`src/rtl/drt_pkg.sv`:
```
package drt_pkg;
  localparam int NUM_TICK   = 4;
  localparam int TICK_32US  = 0;
  localparam int TICK_16TH  = 1;
  localparam int TICK_1S    = 2;
  localparam int TICK_1MIN  = 3;
  localparam int COUNT_W    = 8;

  typedef struct packed {
    logic [COUNT_W-1:0] count;
    logic               start;
    logic               reload;
    logic [1:0]         base;
  } gp_cfg_t;
endpackage

```
`src/rtl/drt_tick_div.sv`:
```
module drt_tick_div #(
  parameter int unsigned PERIOD = 4
) (
  input  logic clk,
  input  logic rst_n,
  output logic tick_o
);
  localparam int unsigned W = (PERIOD > 2) ? $clog2(PERIOD) : 1;
  localparam logic [W-1:0] LAST = W'(PERIOD - 1);

  logic [W-1:0] cnt_q, cnt_d;

  always_comb begin
    if (cnt_q == LAST) cnt_d = '0;
    else               cnt_d = cnt_q + 1'b1;
  end

  always_ff @(posedge clk or negedge rst_n) begin
    if (!rst_n) cnt_q <= '0;
    else        cnt_q <= cnt_d;
  end

  assign tick_o = (cnt_q == LAST);
endmodule

```
`src/rtl/drt_gp_counter.sv`:
```
module drt_gp_counter
  import drt_pkg::*;
(
  input  logic               clk,
  input  logic               rst_n,
  input  logic               cfg_wr,
  input  gp_cfg_t            cfg_in,
  input  logic [2:0]         base_tick,
  output gp_cfg_t            cfg_o,
  output logic [COUNT_W-1:0] count_o,
  output logic               expire_o
);
  gp_cfg_t            cfg_q, cfg_d;
  logic [COUNT_W-1:0] cnt_q, cnt_d;
  logic               exp_q, exp_d;
  logic               step;

  always_comb begin
    case (cfg_q.base)
      2'd1:    step = base_tick[0];
      2'd2:    step = base_tick[1];
      2'd3:    step = base_tick[2];
      default: step = 1'b0;
    endcase
  end

  always_comb begin
    cfg_d = cfg_q;
    cnt_d = cnt_q;
    exp_d = 1'b0;
    if (cfg_wr) begin
      cfg_d = cfg_in;
      cnt_d = cfg_in.count;
    end else if (cfg_q.start && step) begin
      if (cnt_q <= COUNT_W'(1)) begin
        exp_d = 1'b1;
        if (cfg_q.reload) begin
          cnt_d = cfg_q.count;
        end else begin
          cnt_d       = '0;
          cfg_d.start = 1'b0;
        end
      end else begin
        cnt_d = cnt_q - 1'b1;
      end
    end
  end

  always_ff @(posedge clk or negedge rst_n) begin
    if (!rst_n) begin
      cfg_q <= '0;
      cnt_q <= '0;
      exp_q <= 1'b0;
    end else begin
      cfg_q <= cfg_d;
      cnt_q <= cnt_d;
      exp_q <= exp_d;
    end
  end

  assign cfg_o    = cfg_q;
  assign count_o  = cnt_q;
  assign expire_o = exp_q;
endmodule

```
`src/rtl/drt_event_timer.sv`:
```
module drt_event_timer #(
  parameter int unsigned PER0 = 4,
  parameter int unsigned PER1 = 6,
  parameter int unsigned PER2 = 8,
  parameter int unsigned PER3 = 3
) (
  input  logic       clk,
  input  logic       rst_n,
  input  logic       cfg_wr,
  input  logic       en_in,
  input  logic [1:0] sel_in,
  input  logic       trigger,
  output logic       en_o,
  output logic [1:0] sel_o,
  output logic       busy_o,
  output logic       done_o
);
  localparam int unsigned PMAX01 = (PER0 > PER1) ? PER0 : PER1;
  localparam int unsigned PMAX23 = (PER2 > PER3) ? PER2 : PER3;
  localparam int unsigned PMAX   = (PMAX01 > PMAX23) ? PMAX01 : PMAX23;
  localparam int unsigned W      = $clog2(PMAX + 1);

  logic         en_q, en_d, busy_q, busy_d, done_q, done_d;
  logic [1:0]   sel_q, sel_d;
  logic [W-1:0] cnt_q, cnt_d, lim;

  always_comb begin
    case (sel_q)
      2'd0:    lim = W'(PER0 - 1);
      2'd1:    lim = W'(PER1 - 1);
      2'd2:    lim = W'(PER2 - 1);
      default: lim = W'(PER3 - 1);
    endcase
  end

  always_comb begin
    en_d   = en_q;
    sel_d  = sel_q;
    busy_d = busy_q;
    cnt_d  = cnt_q;
    done_d = 1'b0;
    if (cfg_wr) begin
      en_d  = en_in;
      sel_d = sel_in;
      if (!en_in) begin
        busy_d = 1'b0;
        cnt_d  = '0;
      end
    end
    if (en_d && trigger) begin
      busy_d = 1'b1;
      cnt_d  = '0;
    end else if (en_d && busy_q) begin
      if (cnt_q >= lim) begin
        busy_d = 1'b0;
        done_d = 1'b1;
        cnt_d  = '0;
      end else begin
        cnt_d = cnt_q + 1'b1;
      end
    end
  end

  always_ff @(posedge clk or negedge rst_n) begin
    if (!rst_n) begin
      en_q   <= 1'b0;
      sel_q  <= '0;
      busy_q <= 1'b0;
      done_q <= 1'b0;
      cnt_q  <= '0;
    end else begin
      en_q   <= en_d;
      sel_q  <= sel_d;
      busy_q <= busy_d;
      done_q <= done_d;
      cnt_q  <= cnt_d;
    end
  end

  assign en_o   = en_q;
  assign sel_o  = sel_q;
  assign busy_o = busy_q;
  assign done_o = done_q;
endmodule

```
`src/rtl/drt_idle_monitor.sv`:
```
module drt_idle_monitor #(
  parameter int unsigned PER0 = 5,
  parameter int unsigned PER1 = 7,
  parameter int unsigned PER2 = 9,
  parameter int unsigned PER3 = 11
) (
  input  logic       clk,
  input  logic       rst_n,
  input  logic       cfg_wr,
  input  logic       en_in,
  input  logic [1:0] sel_in,
  input  logic       activity,
  output logic       en_o,
  output logic [1:0] sel_o,
  output logic       mode_o
);
  localparam int unsigned PMAX01 = (PER0 > PER1) ? PER0 : PER1;
  localparam int unsigned PMAX23 = (PER2 > PER3) ? PER2 : PER3;
  localparam int unsigned PMAX   = (PMAX01 > PMAX23) ? PMAX01 : PMAX23;
  localparam int unsigned W      = $clog2(PMAX + 1);

  logic         en_q, en_d, mode_q, mode_d, arm;
  logic [1:0]   sel_q, sel_d;
  logic [W-1:0] cnt_q, cnt_d, lim;

  always_comb begin
    case (sel_q)
      2'd0:    lim = W'(PER0 - 1);
      2'd1:    lim = W'(PER1 - 1);
      2'd2:    lim = W'(PER2 - 1);
      default: lim = W'(PER3 - 1);
    endcase
  end

  always_comb begin
    en_d   = en_q;
    sel_d  = sel_q;
    mode_d = mode_q;
    cnt_d  = cnt_q;
    arm    = cfg_wr && en_in && !en_q;
    if (cfg_wr) begin
      en_d  = en_in;
      sel_d = sel_in;
      if (!en_in) begin
        mode_d = 1'b0;
        cnt_d  = '0;
      end
    end
    if (en_d) begin
      if (activity || arm) begin
        mode_d = 1'b0;
        cnt_d  = '0;
      end else if (!mode_q) begin
        if (cnt_q >= lim) begin
          mode_d = 1'b1;
          cnt_d  = '0;
        end else begin
          cnt_d = cnt_q + 1'b1;
        end
      end
    end
  end

  always_ff @(posedge clk or negedge rst_n) begin
    if (!rst_n) begin
      en_q   <= 1'b0;
      sel_q  <= '0;
      mode_q <= 1'b0;
      cnt_q  <= '0;
    end else begin
      en_q   <= en_d;
      sel_q  <= sel_d;
      mode_q <= mode_d;
      cnt_q  <= cnt_d;
    end
  end

  assign en_o   = en_q;
  assign sel_o  = sel_q;
  assign mode_o = mode_q;
endmodule

```
`src/rtl/dual_reload_timer.sv`:
```
module dual_reload_timer
  import drt_pkg::*;
#(
  parameter int unsigned P_32US  = 2,
  parameter int unsigned P_250US = 3,
  parameter int unsigned P_2MS   = 4,
  parameter int unsigned P_16TH  = 5,
  parameter int unsigned P_64MS  = 6,
  parameter int unsigned P_8TH   = 7,
  parameter int unsigned P_HALF  = 8,
  parameter int unsigned P_1S    = 9,
  parameter int unsigned P_1MIN  = 11
) (
  input  logic        clk,
  input  logic        rst_n,
  input  logic        wr_en,
  input  logic [31:0] wr_data,
  input  logic        activity,
  input  logic        event_in,
  output logic [31:0] rd_data,
  output logic        gp0_expire,
  output logic        gp1_expire,
  output logic [7:0]  gp0_count,
  output logic [7:0]  gp1_count,
  output logic        pm_mode,
  output logic        evt_busy,
  output logic        evt_done
);
  localparam int unsigned TICK_PER [NUM_TICK] = '{P_32US, P_16TH, P_1S, P_1MIN};

  // reset: asynchronous assertion, synchronous release
  logic [1:0] rst_sync_q;
  logic       rst_core_n;

  always_ff @(posedge clk or negedge rst_n) begin
    if (!rst_n) rst_sync_q <= '0;
    else        rst_sync_q <= {rst_sync_q[0], 1'b1};
  end
  assign rst_core_n = rst_sync_q[1];

  // shared free-running base ticks
  logic [NUM_TICK-1:0] tick;

  for (genvar gi = 0; gi < NUM_TICK; gi++) begin : g_div
    drt_tick_div #(.PERIOD(TICK_PER[gi])) u_div (
      .clk    (clk),
      .rst_n  (rst_core_n),
      .tick_o (tick[gi])
    );
  end

  // two general-purpose counters, each with its own base set
  gp_cfg_t            gp_cfg_in [2];
  gp_cfg_t            gp_cfg_q  [2];
  logic [COUNT_W-1:0] gp_cnt    [2];
  logic [1:0]         gp_exp;

  assign gp_cfg_in[0] = '{count: wr_data[15:8],  start: wr_data[3],
                          reload: wr_data[2],    base: wr_data[1:0]};
  assign gp_cfg_in[1] = '{count: wr_data[23:16], start: wr_data[7],
                          reload: wr_data[6],    base: wr_data[5:4]};

  for (genvar gc = 0; gc < 2; gc++) begin : g_gp
    logic [2:0] base_set;
    if (gc == 0) begin : g_set_a
      assign base_set = {tick[TICK_1MIN], tick[TICK_1S], tick[TICK_16TH]};
    end else begin : g_set_b
      assign base_set = {tick[TICK_1MIN], tick[TICK_1S], tick[TICK_32US]};
    end
    drt_gp_counter u_cnt (
      .clk       (clk),
      .rst_n     (rst_core_n),
      .cfg_wr    (wr_en),
      .cfg_in    (gp_cfg_in[gc]),
      .base_tick (base_set),
      .cfg_o     (gp_cfg_q[gc]),
      .count_o   (gp_cnt[gc]),
      .expire_o  (gp_exp[gc])
    );
  end

  // idle (low-power entry) timer
  logic       pm_en;
  logic [1:0] pm_sel;

  drt_idle_monitor #(
    .PER0 (P_16TH), .PER1 (P_8TH), .PER2 (P_1S), .PER3 (P_1MIN)
  ) u_idle (
    .clk      (clk),
    .rst_n    (rst_core_n),
    .cfg_wr   (wr_en),
    .en_in    (wr_data[28]),
    .sel_in   (wr_data[31:30]),
    .activity (activity),
    .en_o     (pm_en),
    .sel_o    (pm_sel),
    .mode_o   (pm_mode)
  );

  // event window timer
  logic       ev_en;
  logic [1:0] ev_sel;

  drt_event_timer #(
    .PER0 (P_2MS), .PER1 (P_64MS), .PER2 (P_HALF), .PER3 (P_250US)
  ) u_evt (
    .clk     (clk),
    .rst_n   (rst_core_n),
    .cfg_wr  (wr_en),
    .en_in   (wr_data[24]),
    .sel_in  (wr_data[27:26]),
    .trigger (event_in),
    .en_o    (ev_en),
    .sel_o   (ev_sel),
    .busy_o  (evt_busy),
    .done_o  (evt_done)
  );

  assign rd_data = {pm_sel, pm_mode, pm_en, ev_sel, evt_busy, ev_en,
                    gp_cfg_q[1].count, gp_cfg_q[0].count,
                    gp_cfg_q[1].start, gp_cfg_q[1].reload, gp_cfg_q[1].base,
                    gp_cfg_q[0].start, gp_cfg_q[0].reload, gp_cfg_q[0].base};

  assign gp0_expire = gp_exp[0];
  assign gp1_expire = gp_exp[1];
  assign gp0_count  = gp_cnt[0];
  assign gp1_count  = gp_cnt[1];
endmodule

```
`config.mk`:
```
export PLATFORM = sky130hd
export DESIGN_NAME = dual_reload_timer
export DESIGN_NICKNAME = d
export VERILOG_FILES = /design/src/rtl/drt_pkg.sv /design/src/rtl/drt_tick_div.sv /design/src/rtl/drt_gp_counter.sv /design/src/rtl/drt_event_timer.sv /design/src/rtl/drt_idle_monitor.sv /design/src/rtl/dual_reload_timer.sv
export SDC_FILE = /design/constraint.sdc
export NUM_CORES = 1
export LEC_CHECK = 0
export BUFFER_PORTS_ARGS = -buffer_cell sky130_fd_sc_hd__buf_2
export CAP_MARGIN = 40
export CORE_MARGIN = 2
export CORE_UTILIZATION = 54
export CTS_CLUSTER_SIZE = 30
export DETAILED_ROUTE_END_ITERATION = 10
export GPL_TIMING_DRIVEN = 0
export PLACE_DENSITY = 0.79
export SYNTH_ARGS = -nofsm -noshare
export SYNTH_HDL_FRONTEND = slang
export SYNTH_SLANG_ARGS = --single-unit
```
`constraint.sdc`:
```
create_clock -name clk -period 3.15 [get_ports clk]
set_input_delay 0.315 -clock clk [delete_from_list [all_inputs] [get_ports clk]]
set_output_delay 0.315 -clock clk [all_outputs]
set_load 0.01 [all_outputs]
```
## Yosys cells after proc, flatten, opt, wreduce, memory -nomap -nowiden

Cells that the tools add are included.

| cells by class | value |
|---|---|
| add/subtract/negate cells | 8 |
| $mul | 0 |
| div/mod/pow operators | 0 |
| $lt $le $gt $ge | 4 |
| equality and inequality tests | 16 |
| shift-type cells | 0 |
| muxes and demuxes | 57 |
| bitwise operators | 0 |
| reduce and logical (&&, ||, !) cells | 18 |

Operators by type and width:

| operator | count |
|---|---|
| 8-bit 2-to-1 mux | 8 |
| 4-bit 2-to-1 mux | 13 |
| 1-bit 2-to-1 mux | 31 |
| 4-bit by 1-bit adder with 4-bit output (second input constant) | 4 |
| 8-bit by 1-bit less-or-equal comparator with 1-bit output (second input constant) | 2 |
| 8-bit by 1-bit subtractor with 8-bit output (second input constant) | 2 |
| 2-bit == test (second input constant) | 6 |
| 4-bit case mux with 3 select lines | 1 |
| 3-bit case mux with 3 select lines | 1 |
| 2-bit by 1-bit == test with 1-bit output (second input constant) | 4 |
| 4-bit == test (second input constant) | 2 |
| 2-bit nonzero test | 4 |
| 1-bit logical AND | 6 |
| 1-bit case mux with 3 select lines | 2 |
| 3-bit AND reduction | 2 |
| 4-bit by 3-bit greater-or-equal comparator with 1-bit output | 1 |
| 4-bit greater-or-equal comparator | 1 |
| 2-bit zero test | 2 |
| 2-bit inequality test (second input constant) | 2 |
| 3-bit by 1-bit adder with 3-bit output (second input constant) | 1 |
| 3-bit == test (second input constant) | 1 |
| 3-bit 2-to-1 mux | 1 |
| 3-bit by 1-bit inequality test with 1-bit output (second input constant) | 1 |
| 3-bit nonzero test | 1 |
| 4 further kinds | 4 |

| word-level totals | value |
|---|---|
| bits in registers | 73 |
| latch bits | 0 |
| RAM bits | 0 |
| memory bits (read-only) | 0 |
| input port bits | 37 |
| output and inout port bits | 53 |
| logic and storage cells | 129 |
| memories | 0 |

## Depth between registers and ports, before layout

| logic depth | value |
|---|---|
| word-level depth | 7 |
| mapped depth | 8 |
| gate-level depth less buffers | 8 |

## By module

A second synthesis with hierarchy kept.

| unflattened totals | value |
|---|---|
| cell total of the unflattened synthesis | 380 |
| area, all modules | 3975.1 µm² |

Modules (own cells, without submodules):

| module | instances | cells each | area an instance (µm²) | seq. area each (µm²) |
|---|---|---|---|---|
| drt_gp_counter (g_gp[1].u_cnt) | 1 | 114 | 1161.1 | 525.5 |
| drt_gp_counter (g_gp[0].u_cnt) | 1 | 111 | 1134.8 | 525.5 |
| drt_event_timer | 1 | 48 | 525.5 | 225.2 |
| drt_idle_monitor | 1 | 53 | 516.7 | 200.2 |
| drt_tick_div (g_div[2].u_div) | 1 | 17 | 206.4 | 100.1 |
| drt_tick_div (g_div[3].u_div) | 1 | 16 | 172.7 | 100.1 |
| drt_tick_div (g_div[1].u_div) | 1 | 12 | 145.1 | 75.1 |
| dual_reload_timer | 1 | 7 | 83.8 | 50.0 |
| drt_tick_div (g_div[0].u_div) | 1 | 2 | 28.8 | 25.0 |

## Least setup slack after synthesis

No wires, ideal clock.

| path | value |
|---|---|
| kind | register -> register |
| start point | register g_gp[1].u_cnt.cnt_q[0] |
| end point | register g_gp[1].u_cnt.cnt_q[3] |
| setup time | 0.077 ns |
| data arrival time | 1.751 ns |
| data required time | 3.073 ns |
| setup slack | 1.322 ns |
| stages on the path, launching flop included | 8 |
| buffers on the path | 0 |
| clock period less this slack | 1.828 ns |
| path through | dfrtp_1 -> inv_1 -> ha_1 -> nor2_1 -> o31ai_4 -> nor4b_1 -> a221oi_2 -> o21ai_1 |

| on the way | value |
|---|---|
| longest elaborated chain between the ends | 4 |
| elaborated cells on any way between the ends | 5 |
| those cells by class | add/sub (1); order compare (1); mux (3) |

RTL lines:

| element | RTL line | text |
|---|---|---|
| start: declaration | drt_gp_counter.sv:14 | `logic [COUNT_W-1:0] cnt_q, cnt_d;` |
| start signal: assignment | drt_gp_counter.sv:56 | `cnt_q <= cnt_d;` |
| 8-bit by 1-bit subtractor with 8-bit output or 8-bit by 1-bit less-or-equal comparator with 1-bit output (tied branches) | drt_gp_counter.sv:44, drt_gp_counter.sv:35 |  |
| 8-bit 2-to-1 mux (*) | drt_gp_counter.sv:35 | `if (cnt_q <= COUNT_W'(1)) begin` |
| 8-bit 2-to-1 mux (*) | drt_gp_counter.sv:34 | `end else if (cfg_q.start && step) begin` |
| 8-bit 2-to-1 mux (*) | drt_gp_counter.sv:31 | `if (cfg_wr) begin` |

Every way passes the cells marked *; elsewhere a longest branch is shown, timed or not. The select of a mux whose other input is x is not followed.
A chain may end at the register's enable or synchronous reset.

## Worst setup path in the final report

Same ends and word-level chain as after synthesis.

==> impl_results.md <==
* Die area at approximately 7800 um^2
* CTS clk-pin slew, worst paths at 80 ps
* Post-synth top cells: dfrtp_1, nand2_1, o21ai_0
* Top-count cell post-synth: dfrtp_1
* Largest area contributor in the netlist: dfrtp_1
* Final wirelength at 9302 um
* Complex-gate fraction of the synthesized area at 0.1835
* Syn nets at ~440
* Antenna-violating nets left at 0
* Vias at approximately 3400
* Relative slew slack at 0.5671
* Worst path top cell family by delay: simple AND/OR/NAND/NOR gates
* Worst Setup End Kind: flop
* VDD IR max at between 300 and 400 uV
* Clock Sinks at 73
* Final Hold Fails at 0
* Largest family of logic cells by synthesized area: compound AO/OA/AOI/OAI gates
* Height of the die at about 88 um
* Share of layout cells above drive strength 1 at 0.2863
* Slew Limit Fails at 0
* Synth-to-layout area growth at 20.82%
* Post-synthesis mux area share at 0.05693
* Count of cell types in the netlist at 62
* Register bit total from synthesis at 73
* CTS Buffer Depth at 2
* Drt drc at 0
* Max stage delay on crit path at approximately 470 ps
* Synth Area in XOR/XNOR at 0.004554
* Crit path max fanout at 9
* Synth Area in Adders at 0.05856
* Core Region at about 7000 um^2
* Post-CTS setup buffer count at 0
* Max-cap viol count at 0
* Nets at roughly 540
* Combinational share of power at 0.241
* Tcrit/Tclk final at 0.6596
* Clock Latency Late Sink at around 350 ps
* Number of global-route vias before repair at ~3300
* Pint at between 1.5 and 2 mW
* Mapped Cells at 384
* Largest net degree at the start of global routing at 46
* DP HPWL at 6782 um
* Syn_area_per_cell at ~10 um^2
* H-tree Lvls at 3
* Sequential area share after synthesis at 0.4750
* Startpoint Class: flop
* Post-synthesis simple-gate area fraction at 0.1591
* TNS Setup at 0 ps
* LEAKAGE at around 2.2 nW
* Share of the synthesized area in the top cell type at 0.4750
* Hold Crit Class: primary input to flop
* Final Util at 0.6802
* WP buf/inv at 1
* DR WL/cell at ~16 um
* First-pass GRT wire length at 15350 um
* Worst Skew at ~11 ps
* Worst Tran Pin Value at roughly 650 ps
* NetSw at around 800 uW
* Number of flops mapped to enable cells by yosys at 0
* Top_reg_cell synth: dfrtp_1
* Cell Chain, Critical Path: inv_1 -> ha_1 -> nor2_1 -> o31ai_4 -> nor4b_1 -> a221oi_2 -> o21ai_1
* Post-cts resize count at 0
* Part of the power in registers at 0.452
* Slowest cell on the critical path: dfrtp_1
* Fmax at slightly below 0.5 GHz
* Starting density of the core at 0.5630
* Gr usage total at 0.2528
* Area contributors post-synth: dfrtp_1, ha_1, o21ai_0, mux2_2, nand2_1
* RSZ-0062 raised after global routing: false
* Clk root buf: clkbuf_8
* DIE WIDTH at about 90 um
* Critical path class: flop to flop
* Cell Area, Synth at 3846 um^2
* GP Congestion at 0.9145
* Initial antenna violation count at 0
* Post-synthesis async set-or-reset flop share at 1.000
* Count of input and output buffers at 87
* Tmin final at about 2100 ps
* Initial DRC count at between 200 and 250
* Status: complete, no violations
* Setup-failing EPs final at 0
* Rows at 30
* GRT overflow at 0
* Worst EP required at around 3400 ps
* ANT cells at 0
* CTS tree: yes
* CTS Buf Count at 9
* Drt pass-1 iters at 5
* Number of I/O pins at 90
* CP arrival at around 2300 ps
* Drt via density at just under 6
* Sw frac at 0.3204
* Clock share of power at 0.306
* Pwr Density at approximately 550 nW/um^2
* Synth warn at 0
==> power by group through the flow <==
stage	clock network [mW]	logic, mW	registers (mW)
after floorplan	0	0.362	1.20
after global placement	0	0.587	1.18
after detailed placement	0	0.616	1.18
after CTS	0.797	0.621	1.16
after global routing	0.848	0.693	1.18
final	0.787	0.620	1.16
==> kinds of logic (layout without fill, tap and decap cells) <==
family | Yosys count | in the layout
mux | 20 | 20
buf+inv | 50 | 155
simple gates | 115 | 115
fa+ha+maj | 18 | 18
compound gates | 105 | 105
other cells | 1 | 1
xor+xnor | 2 | 2
flops | 73 | 73
==> area by class of cell <==
type                    count  area, um^2
plain buffers              19       120.1
clock buffers              13       138.9
clock inverters             3       65.06
fillers                   557        2185
inverters                  31       116.4
multi-input cells         261        1783
flip-flops and latches     73        1831
well taps                  96       120.1
repair buffers             89       473.0
==> per-stage QoR <==
step | setup slack [ps] | std cells | hold slack (ps) | power (mW) | area, um^2
floorplan | 966.5 | 384 | 19.41 | 1.560 | 3846
global placement | 158.0 | 567 | 100.0 | 1.768 | 4402
detailed placement | 1140 | 568 | 103.4 | 1.791 | 4433
CTS | 1093 | 585 | 167.2 | 2.576 | 4647
global route | 869.8 | 585 | 167.1 | 2.721 | 4647
finish | 1072 | 585 | 168.5 | 2.567 | 4647
==> layout by cell type (no fill, tap or decap), types with 3 or more instances in the layout <==
| master | count |
|---|---|
| o211ai_1 | 5 |
| clkbuf_8 | 11 |
| buf_4 | 6 |
| a21oi_1 | 17 |
| o21ai_1 | 3 |
| mux2i_1 | 5 |
| a31oi_1 | 3 |
| ha_1 | 18 |
| nor4_1 | 3 |
| or3_1 | 5 |
| nand2_1 | 40 |
| a211oi_1 | 3 |
| a21o_1 | 3 |
| o31ai_1 | 3 |
| nor3_1 | 11 |
| nand3_1 | 6 |
| o21ai_0 | 37 |
| nor2_1 | 21 |
| a221oi_1 | 5 |
| nor2b_1 | 5 |
| mux2_2 | 15 |
| dfrtp_1 | 72 |
| clkbuf_1 | 8 |
| buf_2 | 92 |
| nor3b_1 | 6 |
| a222oi_1 | 4 |
| nand2b_1 | 4 |
| inv_1 | 31 |
==> path summary, 6_finish.rpt <==
path                                          startpoint                  endpoint  slack (ps)  cells after the start
worst max-delay path            g_gp[1].u_cnt.count_o[0]  g_gp[1].u_cnt.count_o[3]        1070                      7
worst min-delay path                          wr_data[1]    g_gp[0].u_cnt.cfg_o[1]         170                      2
worst max register to register  g_gp[1].u_cnt.count_o[0]  g_gp[1].u_cnt.count_o[3]        1070                      7
worst min register to register             rst_sync_q[1]   g_div[2].u_div.cnt_q[0]         260                      0
max in group asynchronous                  rst_sync_q[1]  g_gp[0].u_cnt.count_o[4]        2360                      1
min in group asynchronous                  rst_sync_q[1]   g_div[2].u_div.cnt_q[0]         260                      0
==> metal layers <==
layer / wire, um / GRT usage / up-vias
met5: 0 / 0 / -
met1: 4090 / 0.3434 / 1690
met4: 187 / 0.1102 / 0
met2: 4509 / 0.3985 / 126
li1: - / - / 1589
met3: 515 / 0.04757 / 19
==> flip-flops by register name (all words and copies together) (netlist names) <==
name / count
g_div.u_div.cnt_q: 11
g_div.u_div.tick_o: 1
g_gp.u_cnt.cfg_o: 24
g_gp.u_cnt.count_o: 16
g_gp.u_cnt.expire_o: 2
rst_sync_q: 2
u_evt.busy_o: 1
u_evt.cnt_q: 4
u_evt.done_o: 1
u_evt.en_o: 1
u_evt.sel_o: 2
u_idle.cnt_q: 4
u_idle.en_o: 1
u_idle.mode_o: 1
u_idle.sel_o: 2
==> what timing repair did <==
item                                    in CTS  in global routing
hold buffers                                 1                  0
endpoints found under the hold margin        2                  0
endpoints found under the setup margin       0                  0
Power figures use the tool's default switching activity.
